## src/rtl/anc_del_pkg.sv

```systemverilog
package anc_del_pkg;
  localparam int WORD_W = 10;
  localparam int LANES  = 2;
  localparam int TAG_W  = $clog2(LANES);
  localparam int DELAY  = 3;              // flag length: words held before a decision
  localparam int CNT_W  = 8;              // width of the count field

  typedef logic [WORD_W-1:0] word_t;

  typedef enum logic [2:0] {
    PS_IDLE, PS_DID, PS_SDID, PS_DC, PS_UDW, PS_CS
  } pstate_e;

  localparam word_t FLAG_LO = word_t'(10'h000);
  localparam word_t FLAG_HI = word_t'(10'h3FF);
endpackage

```

## src/rtl/anc_del_enable.sv

```systemverilog
module anc_del_enable (
  input  logic del_pin,
  input  logic cfg_del_all,
  input  logic cfg_del_mode,
  output logic del_en
);
  // either request source arms full deletion; the mode bit must select it
  always_comb del_en = (del_pin | cfg_del_all) & ~cfg_del_mode;
endmodule

```

## src/rtl/anc_del_lane.sv

```systemverilog
module anc_del_lane import anc_del_pkg::*; #(
  parameter word_t BLANK = word_t'(10'h040)
) (
  input  logic  clk,
  input  logic  rst_n,
  input  logic  step,
  input  word_t in_word,
  input  logic  del_en,
  output word_t pop_word
);
  word_t             line_q [DELAY];
  logic [DELAY-1:0]  del_q;
  pstate_e           st_q;
  logic [CNT_W-1:0]  left_q;
  logic              pkt_del_q;
  logic              flag_hit;

  always_comb flag_hit = (st_q == PS_IDLE) && (line_q[1] == FLAG_LO) &&
                         (line_q[0] == FLAG_HI) && (in_word == FLAG_HI);

  always_comb pop_word = del_q[DELAY-1] ? BLANK : line_q[DELAY-1];

  always_ff @(posedge clk) begin
    if (!rst_n) begin
      for (int i = 0; i < DELAY; i++) line_q[i] <= BLANK;
      del_q     <= '0;
      st_q      <= PS_IDLE;
      left_q    <= '0;
      pkt_del_q <= 1'b0;
    end else if (step) begin
      for (int i = DELAY-1; i > 0; i--) begin
        line_q[i] <= line_q[i-1];
        del_q[i]  <= del_q[i-1];
      end
      line_q[0] <= in_word;
      del_q[0]  <= (st_q != PS_IDLE) ? pkt_del_q : 1'b0;
      unique case (st_q)
        PS_IDLE: if (flag_hit) begin
          del_q     <= {DELAY{del_en}};   // mark the whole flag retroactively
          pkt_del_q <= del_en;
          st_q      <= PS_DID;
        end
        PS_DID:  st_q <= PS_SDID;
        PS_SDID: st_q <= PS_DC;
        PS_DC: begin
          left_q <= in_word[CNT_W-1:0];
          st_q   <= (in_word[CNT_W-1:0] == '0) ? PS_CS : PS_UDW;
        end
        PS_UDW: begin
          left_q <= left_q - 1'b1;
          if (left_q == CNT_W'(1)) st_q <= PS_CS;
        end
        PS_CS:   st_q <= PS_IDLE;
        default: st_q <= PS_IDLE;
      endcase
    end
  end

  // decision fixed for the life of a packet
  a_r6_decision_held: assert property (@(posedge clk) disable iff (!rst_n)
    (st_q != PS_IDLE) |=> $stable(pkt_del_q));
  // empty packet goes straight to checksum
  a_r7_empty_packet: assert property (@(posedge clk) disable iff (!rst_n)
    (step && st_q == PS_DC && in_word[CNT_W-1:0] == '0) |=> (st_q == PS_CS));
  // packet ends after the checksum word
  a_r3_packet_end: assert property (@(posedge clk) disable iff (!rst_n)
    (step && st_q == PS_CS) |=> (st_q == PS_IDLE));
endmodule

```

## src/rtl/anc_del_outreg.sv

```systemverilog
module anc_del_outreg import anc_del_pkg::*; (
  input  logic             clk,
  input  logic             rst_n,
  input  logic             in_valid,
  output logic             in_ready,
  input  word_t            ld_word,
  input  logic [TAG_W-1:0] ld_tag,
  output logic             out_valid,
  input  logic             out_ready,
  output word_t            out_word,
  output logic [TAG_W-1:0] out_tag
);
  always_comb in_ready = !out_valid || out_ready;

  always_ff @(posedge clk) begin
    if (!rst_n) begin
      out_valid <= 1'b0;
      out_word  <= '0;
      out_tag   <= '0;
    end else if (in_ready) begin
      out_valid <= in_valid;
      if (in_valid) begin
        out_word <= ld_word;
        out_tag  <= ld_tag;
      end
    end
  end

  // stalled output holds
  a_r9_hold: assert property (@(posedge clk) disable iff (!rst_n)
    (out_valid && !out_ready) |=> (out_valid && $stable(out_word) && $stable(out_tag)));
  // an accepted word yields an output in the next cycle
  a_r2_load: assert property (@(posedge clk) disable iff (!rst_n)
    (in_valid && in_ready) |=> out_valid);
endmodule

```

## src/rtl/anc_deleter.sv

```systemverilog
module anc_deleter import anc_del_pkg::*; #(
  parameter word_t LUMA_BLANK   = word_t'(10'h040),
  parameter word_t CHROMA_BLANK = word_t'(10'h200)
) (
  input  logic              clk,
  input  logic              rst_n,
  input  logic              in_valid,
  output logic              in_ready,
  input  logic [WORD_W-1:0] in_word,
  input  logic              in_chroma,
  output logic              out_valid,
  input  logic              out_ready,
  output logic [WORD_W-1:0] out_word,
  output logic              out_chroma,
  input  logic              del_pin,
  input  logic              cfg_del_all,
  input  logic              cfg_del_mode
);
  logic  del_en;
  logic  accept;
  word_t pop_w [LANES];
  word_t sel_word;

  anc_del_enable u_en (
    .del_pin(del_pin), .cfg_del_all(cfg_del_all),
    .cfg_del_mode(cfg_del_mode), .del_en(del_en)
  );

  always_comb accept = in_valid && in_ready;

  for (genvar g = 0; g < LANES; g++) begin : g_lane
    anc_del_lane #(.BLANK(g == 0 ? LUMA_BLANK : CHROMA_BLANK)) u_lane (
      .clk(clk), .rst_n(rst_n),
      .step(accept && (in_chroma == TAG_W'(g))),
      .in_word(in_word), .del_en(del_en), .pop_word(pop_w[g])
    );
  end

  always_comb sel_word = pop_w[in_chroma];

  anc_del_outreg u_out (
    .clk(clk), .rst_n(rst_n),
    .in_valid(in_valid), .in_ready(in_ready),
    .ld_word(sel_word), .ld_tag(in_chroma),
    .out_valid(out_valid), .out_ready(out_ready),
    .out_word(out_word), .out_tag(out_chroma)
  );
endmodule

```

## config.mk

```make
export PLATFORM = sky130hd
export DESIGN_NAME = anc_deleter
export DESIGN_NICKNAME = d
export VERILOG_FILES = /design/src/rtl/anc_del_pkg.sv /design/src/rtl/anc_del_enable.sv /design/src/rtl/anc_del_lane.sv /design/src/rtl/anc_del_outreg.sv /design/src/rtl/anc_deleter.sv
export SDC_FILE = /design/constraint.sdc
export NUM_CORES = 1
export LEC_CHECK = 0
export BUFFER_PORTS_ARGS = -buffer_cell sky130_fd_sc_hd__buf_2
export CORE_ASPECT_RATIO = 1.25
export CORE_MARGIN = 2
export CORE_UTILIZATION = 35
export CTS_CLUSTER_SIZE = 40
export DETAILED_ROUTE_END_ITERATION = 7
export GPL_TIMING_DRIVEN = 0
export PLACE_DENSITY = 0.51
export SYNTH_ARGS = -nofsm -noshare
export SYNTH_HDL_FRONTEND = slang
export SYNTH_SLANG_ARGS = --single-unit
```

## constraint.sdc

```tcl
create_clock -name clk -period 2.15 [get_ports clk]
set_clock_uncertainty 0.15 [all_clocks]
set_input_delay 0.43 -clock clk [delete_from_list [all_inputs] [get_ports clk]]
set_output_delay 0.43 -clock clk [all_outputs]
set_load 0.01 [all_outputs]
```

# Yosys cells after proc, flatten, opt, wreduce, memory -nomap -nowiden
# Memory sizes are Yosys's and may differ from the RTL's.
# Index checks and enable logic that the tools add are counted.
totals:
  ff_bits: 42
  ram_bits: 60
  output_inout_bits: 13
  wordCells: 104
  n_memories: 2
classes:
  n_addsub: 2
  magnitude_cmp: 1
  n_eq_ne: 17
  mux: 33
  bitwise_logic: 11
  reduce_logical: 27
memory_table:
  columns: ["name", "depth", "width", "rd", "rd_clocked_by_memory_dff", "write_ports", "line", "rtl"]
  rows:
  - ["g_lane[0].u_lane.line_q", 3, 10, 3, 0, 3, "anc_del_lane.sv:11", "word_t line_q [DELAY];"]
  - ["g_lane[1].u_lane.line_q", 3, 10, 3, 0, 3, "anc_del_lane.sv:11", null]
op_table:
  columns: ["operator", "count"]
  rows:
  - ["2-to-1 mux 10 bit", 11]
  - ["one-hot mux 8 bit (2 select lines)", 2]
  - ["== test 10 bit (second input constant)", 3]
  - ["one-hot mux 3 bit (5 select lines)", 2]
  - ["2-to-1 mux 3 bit", 8]
  - ["logical NOT 10 bit", 2]
  - ["== test 8 x 1 -> 1 bit (second input constant)", 2]
  - ["subtractor 8 x 1 -> 8 bit (second input constant)", 2]
  - ["== test 3 x 2 -> 1 bit (second input constant)", 4]
  - ["AND reduction 3 bit", 4]
  - ["2-to-1 mux 1 bit", 10]
  - ["logical AND 1 bit", 9]
  - ["logical NOT 8 bit", 1]
  - ["inequality test 2 x 1 -> 1 bit (second input constant)", 4]
  - ["OR 1 bit", 7]
  - ["== test 3 x 1 -> 1 bit (second input constant)", 2]
  - ["== test 3 bit (second input constant)", 2]
  - ["logical NOT 3 bit", 2]
  - ["AND reduction 2 bit", 3]
  - ["nonzero test 3 bit", 2]
  - ["nonzero test 2 bit", 2]
  - [">= comparator 2 bit (second input constant)", 1]
  - ["inverter 1 bit", 2]
  - ["inverter 1 -> 2 bit", 1]
  - ["other kinds (3)", 3]

# Depth between registers and ports, before layout
logic_depth:
  depth_word: 8
  mapped_depth: 7
  mapped_depth_nobuf: 6

# Hierarchy
# A second synthesis with hierarchy kept.
unflattened:
  cells_unflattened: 470
  area_unflattened_um2: 5053.6
by_module_without_submodules:
  columns: ["module", "n_inst", "cells_per_inst", "area_per_inst_um2"]
  rows:
  - ["anc_del_lane at g_lane[0].u_lane", 1, 202, 2210.9]
  - ["anc_del_lane at g_lane[1].u_lane", 1, 202, 2174.6]
  - ["anc_del_outreg", 1, 52, 486.7]
  - ["anc_deleter", 1, 13, 171.4]
  - ["anc_del_enable", 1, 1, 10.0]

# Worst setup path before layout
# No wires, ideal clock.
synth_path:
  path_kind: "input -> register"
  start: "in out_ready"
  end: "mem g_lane[0].u_lane.line_q[0][0] (netlist bit), enable pin"
  setup_time_ps: 469
  arrival_ps: 1709
  t_required_ps: 1531
  path_slack_ps: -178
  cell_stages: 5
  path_buffers: 1
  cell_sequence: "nor2b_1 clkbuf_1 inv_2 nand3_1 nand2_1"
synth_lines:
  columns: ["item", "line", "rtl"]
  rows:
  - ["start: declaration", "anc_deleter.sv:12", "input logic out_ready,"]
  - ["end: declaration", "anc_del_lane.sv:11", null]

# Worst setup path after layout
layout_path:
  start: "in in_word[5]"
  end: "reg g_lane[1].u_lane.del_q[2]"
layout_between:
  elab_chain_cells: 4
layout_lines:
  columns: ["item", "line", "rtl"]
  rows:
  - ["start: declaration", "anc_deleter.sv:9", "input logic [WORD_W-1:0] in_word,"]
  - ["== test 10 bit", "anc_del_lane.sv:19", "(line_q[0] == FLAG_HI) && (in_word == FLAG_HI);"]
  - ["logical AND 1 bit", "anc_del_lane.sv:19", null]
  - ["2-to-1 mux 3 bit", "anc_del_lane.sv:38", "PS_IDLE: if (flag_hit) begin"]
  - ["2-to-1 mux 3 bit", "anc_del_lane.sv:37", "unique case (st_q)"]
  - ["end signal: indexed assignment", "anc_del_lane.sv:33", "del_q[i] <= del_q[i-1];"]
  - ["end signal: assignment", "anc_del_lane.sv:39", "del_q <= {DELAY{del_en}};"]
  - ["end: declaration", "anc_del_lane.sv:12", "logic [DELAY-1:0] del_q;"]
# No other way between the ends.
# A chain may end at the register's enable or synchronous reset.

==> flow_summary.html <==
<table>
<tr><th>Metric</th><th>Value</th></tr>
<tr><th colspan="2">Run status</th></tr>
<tr><td>Status</td><td>finished clean</td></tr>
<tr><th colspan="2">CTS</th></tr>
<tr><td>Post-CTS Hold Buffers</td><td>0</td></tr>
<tr><td>Number of CTS-inserted buffers</td><td>9</td></tr>
<tr><td>Postcts setup bufs</td><td>0</td></tr>
<tr><td>Post-CTS clock slew at the launch and capture registers of the worst setup and hold paths</td><td>0.06 ns</td></tr>
<tr><td>H-Tree Depth</td><td>3</td></tr>
<tr><td>Max clock buf depth</td><td>2</td></tr>
<tr><td>Clock sink total</td><td>102</td></tr>
<tr><td>CTS tree</td><td>yes</td></tr>
<tr><td>Worst-Skew Late Latency</td><td>0.35 ns</td></tr>
<tr><td>Clock root buffer master</td><td>sky130_fd_sc_hd__clkbuf_16</td></tr>
<tr><th colspan="2">Route</th></tr>
<tr><td>Count of unresolved DRC violations after routing</td><td>0</td></tr>
<tr><td>Vias per inst</td><td>5.548</td></tr>
<tr><td>Post-Route WL</td><td>11700 µm</td></tr>
<tr><td>Drt wl/cell</td><td>18.43 µm</td></tr>
<tr><td>Count of vias placed by the detailed router</td><td>3523</td></tr>
<tr><td>Detailed Routing Iterations Pass 1</td><td>6</td></tr>
<tr><td>Starting DRT DRC Count</td><td>292</td></tr>
<tr><td>Post-route ant nets</td><td>0</td></tr>
<tr><th colspan="2">Setup path</th></tr>
<tr><td>Critical Path RT</td><td>2.28 ns</td></tr>
<tr><td>R2r setup slk</td><td>0.06 ns</td></tr>
<tr><td>Arr. time, crit path</td><td>2.25 ns</td></tr>
<tr><td>Sort of element at the end of the critical path</td><td>register</td></tr>
<tr><td>Crit start category</td><td>primary input</td></tr>
<tr><td>Largest fanout of any net on the critical path</td><td>7</td></tr>
<tr><td>Critical Setup Path Class</td><td>primary input to register</td></tr>
<tr><th colspan="2">Yosys</th></tr>
<tr><td>Post-Syn Instances</td><td>424</td></tr>
<tr><td>Register area share after synthesis</td><td>57.17%</td></tr>
<tr><td>#FFs+latches synth</td><td>102</td></tr>
<tr><td>Number of warnings printed during yosys synthesis</td><td>0</td></tr>
<tr><td>Leading register cell type out of synthesis</td><td>sky130_fd_sc_hd__edfxtp_1</td></tr>
<tr><td>Net count after synthesis</td><td>446</td></tr>
<tr><td>Number of unique standard cell types used by synthesis</td><td>50</td></tr>
<tr><td>Number of flops mapped to enable cells by yosys</td><td>60</td></tr>
<tr><td>Post-synth design cell area</td><td>0.004622 mm²</td></tr>
<tr><td>Average footprint of a synthesized cell</td><td>10.90 µm²</td></tr>
<tr><td>Cell type with the largest total area after synthesis</td><td>sky130_fd_sc_hd__edfxtp_1</td></tr>
<tr><td>Synth async-reset ratio</td><td>0%</td></tr>
<tr><td>Cells taking the most area after synthesis</td><td>sky130_fd_sc_hd__edfxtp_1, sky130_fd_sc_hd__dfxtp_1, sky130_fd_sc_hd__and2_1</td></tr>
<tr><td>Area share of the largest cell type after synthesis</td><td>38.98%</td></tr>
<tr><th colspan="2">Global route</th></tr>
<tr><td>Pin count of the biggest net entering global routing</td><td>32</td></tr>
<tr><td>GRT Overall Usage</td><td>17.31%</td></tr>
<tr><td>Number of antenna violations at the first check in global routing</td><td>0</td></tr>
<tr><td>Wire length of the first global-routing pass</td><td>18430 µm</td></tr>
<tr><td>Global route overflow</td><td>0</td></tr>
<tr><td>Via count of the first global-routing pass</td><td>3356</td></tr>
<tr><th colspan="2">Cells and area</th></tr>
<tr><td>Final Util</td><td>42.00%</td></tr>
<tr><td>Proportion of layout cells with a drive suffix above 1</td><td>18.20%</td></tr>
<tr><td>Post-route cell area</td><td>0.005366 mm²</td></tr>
<tr><td>Fill cell total of the finished layout</td><td>1288</td></tr>
<tr><td>Antenna diode instance count</td><td>0</td></tr>
<tr><td>Leading cell types in the layout, fill and taps excluded</td><td>sky130_fd_sc_hd__edfxtp_1, sky130_fd_sc_hd__dfxtp_1, sky130_fd_sc_hd__nor2_1, sky130_fd_sc_hd__buf_2, sky130_fd_sc_hd__and2_1</td></tr>
<tr><td>Most common cell after layout, fill and taps aside</td><td>sky130_fd_sc_hd__edfxtp_1</td></tr>
<tr><td>Relative area change from synthesis to final layout</td><td>16.11%</td></tr>
<tr><td>Final net count</td><td>484</td></tr>
<tr><th colspan="2">Run</th></tr>
<tr><td>Max-cap violation count</td><td>0</td></tr>
<tr><th colspan="2">STA</th></tr>
<tr><td>Final hold violations</td><td>0</td></tr>
<tr><td>Number of max-slew violations in the final report</td><td>0</td></tr>
<tr><td>Relative slew margins</td><td>25.71%</td></tr>
<tr><td>Minimum clock period</td><td>2.122 ns</td></tr>
<tr><td>Period Utilization, post-route</td><td>98.68%</td></tr>
<tr><td>WHS</td><td>0.2726 ns</td></tr>
<tr><td>Setup repair after global routing missed its margin</td><td>no</td></tr>
<tr><td>Setup violation total in the final timing report</td><td>0</td></tr>
<tr><td>Setup tns final</td><td>0 ns</td></tr>
<tr><td>Worst slew pin tran</td><td>1.104 ns</td></tr>
<tr><td>Highest attainable clock frequency</td><td>471.4 MHz</td></tr>
<tr><th colspan="2">Placed design</th></tr>
<tr><td>Area post-placement</td><td>0.004982 mm²</td></tr>
<tr><td>Number of input and output port buffers inserted</td><td>29</td></tr>
<tr><td>Routability congestion estimate</td><td>0.8041</td></tr>
<tr><td>Post-detailed-placement half-perimeter wirelength</td><td>8176 µm</td></tr>
<tr><th colspan="2">Floorplan</th></tr>
<tr><td>Die width</td><td>106.8 µm</td></tr>
<tr><td>Initial core utilization</td><td>36.17%</td></tr>
<tr><td>Y dimension of the die</td><td>132.5 µm</td></tr>
<tr><td>Core footprint</td><td>0.01278 mm²</td></tr>
<tr><td>I/O pin total</td><td>31</td></tr>
<tr><td>Number of rows in the core area</td><td>46</td></tr>
<tr><td>Die area</td><td>0.01415 mm²</td></tr>
<tr><th colspan="2">Pwr</th></tr>
<tr><td>Worst supply voltage drop on vdd</td><td>0.3229 mV</td></tr>
<tr><td>Sum of internal, switching and leakage power</td><td>4.049 mW</td></tr>
<tr><td>Power Dens Cells</td><td>754.5 mW/mm²</td></tr>
<tr><td>Leakage power figure</td><td>1.956 nW</td></tr>
<tr><th colspan="2">Min path</th></tr>
<tr><td>Class of the tightest hold or removal check</td><td>primary input to register</td></tr>
</table>
power by group:
group          switching [mW]  internal [mW]  total, mW
clock                   0.702          0.877       1.58
sequential             0.0445           2.16       2.20
combinational           0.185         0.0816      0.266
area by class of cell:
type | instances | area, µm² | share of cell area (%)
Sequential cell | 102 | 2643 | 49.24
Timing Repair Buffer | 29 | 145.1 | 2.705
Clock buffer | 13 | 270.3 | 5.036
Tap cell | 168 | 210.2 | 3.917
Inverter | 10 | 37.54 | 0.6995
Multi-Input combinational cell | 287 | 1943 | 36.21
Buffer | 23 | 100.1 | 1.865
Clock inverter | 3 | 17.52 | 0.3264
stage by stage:
step,worst slack (ns),std cells
final,0.02845,635
after global routing,0.01020,635
after CTS,0.002866,637
after detailed placement,-0.5009,621
after global placement,-0.5167,621
after floorplan,0.07467,424
layer usage:
layer,share of wire [%],track usage [%],vias to the layer above
li1,-,-,1706
met1,44,22.74,1717
met2,51,28.49,85
met3,3.3,2.167,15
met4,2.1,7.720,0
met5,0,0,-
worst max-delay path, cell delays in order:
cell and delay, ns:
sky130_fd_sc_hd__buf_2 0.20, sky130_fd_sc_hd__nand2_1 0.10, sky130_fd_sc_hd__nor4_1 0.95, sky130_fd_sc_hd__a41oi_1 0.35
sky130_fd_sc_hd__a21oi_1 0.22
worst paths after layout:
kind                                       start                             to  depth (start not counted)
setup / recovery                      in_word[5]      g_lane[1].u_lane.del_q[2]                          5
hold / removal                        in_word[9]  g_lane[1].u_lane.line_q[0][9]                          2
setup reg to reg  g_lane[0].u_lane.line_q[0][11]      g_lane[0].u_lane.del_q[2]                          4
hold reg to reg       g_lane[1].u_lane.pkt_del_q     g_lane[1].u_lane.pkt_del_q                          2
cell usage after synthesis (4+ instances only):
library cell / n
sky130_fd_sc_hd__nand4_1: 7
sky130_fd_sc_hd__a21o_1: 4
sky130_fd_sc_hd__a31oi_1: 7
sky130_fd_sc_hd__a222oi_1: 8
sky130_fd_sc_hd__or4_1: 4
sky130_fd_sc_hd__a41oi_1: 6
sky130_fd_sc_hd__nor3_1: 4
sky130_fd_sc_hd__dfxtp_1: 42
sky130_fd_sc_hd__nand3_1: 7
sky130_fd_sc_hd__nand2b_1: 4
sky130_fd_sc_hd__edfxtp_1: 60
sky130_fd_sc_hd__clkbuf_1: 23
sky130_fd_sc_hd__nor4_1: 9
sky130_fd_sc_hd__o2111ai_1: 4
sky130_fd_sc_hd__or3_1: 5
sky130_fd_sc_hd__and2_1: 30
sky130_fd_sc_hd__and3_1: 27
sky130_fd_sc_hd__nand2_1: 21
sky130_fd_sc_hd__inv_1: 9
sky130_fd_sc_hd__o31ai_1: 4
sky130_fd_sc_hd__ha_1: 4
sky130_fd_sc_hd__a21oi_1: 26
sky130_fd_sc_hd__nor2_1: 37
sky130_fd_sc_hd__o221a_2: 7
sky130_fd_sc_hd__nor4_2: 4
sky130_fd_sc_hd__a211oi_1: 7
sky130_fd_sc_hd__o21ai_0: 15
logic make-up (layout without fill, tap and decap cells):
group	Yosys count	in the layout	synth area share [%]
multiplexers	2	2	0.4332
AO/OA/AOI/OAI	100	100	15.27
adder cells (fa/ha/maj)	4	4	1.083
AND/OR/NAND/NOR	181	181	23.01
flip-flops	102	102	57.17
buffers and inverters	35	78	3.032
state kept, by name, indices dropped and copies added, names as in the netlist:
name	cells
g_lane.u_lane.pkt_del_q	2
u_out.out_valid	1
u_out.out_word	10
u_out.out_tag	1
g_lane.u_lane.del_q	6
g_lane.u_lane.line_q	60
g_lane.u_lane.st_q	6
g_lane.u_lane.left_q	16
repair_timing:
item                                    CTS  global route
pin swaps                                 3             2
gates cloned                              0             0
endpoints found under the setup margin   76            71
resized for setup                        12            12
Note: power is estimated with default switching activity, not from simulation.
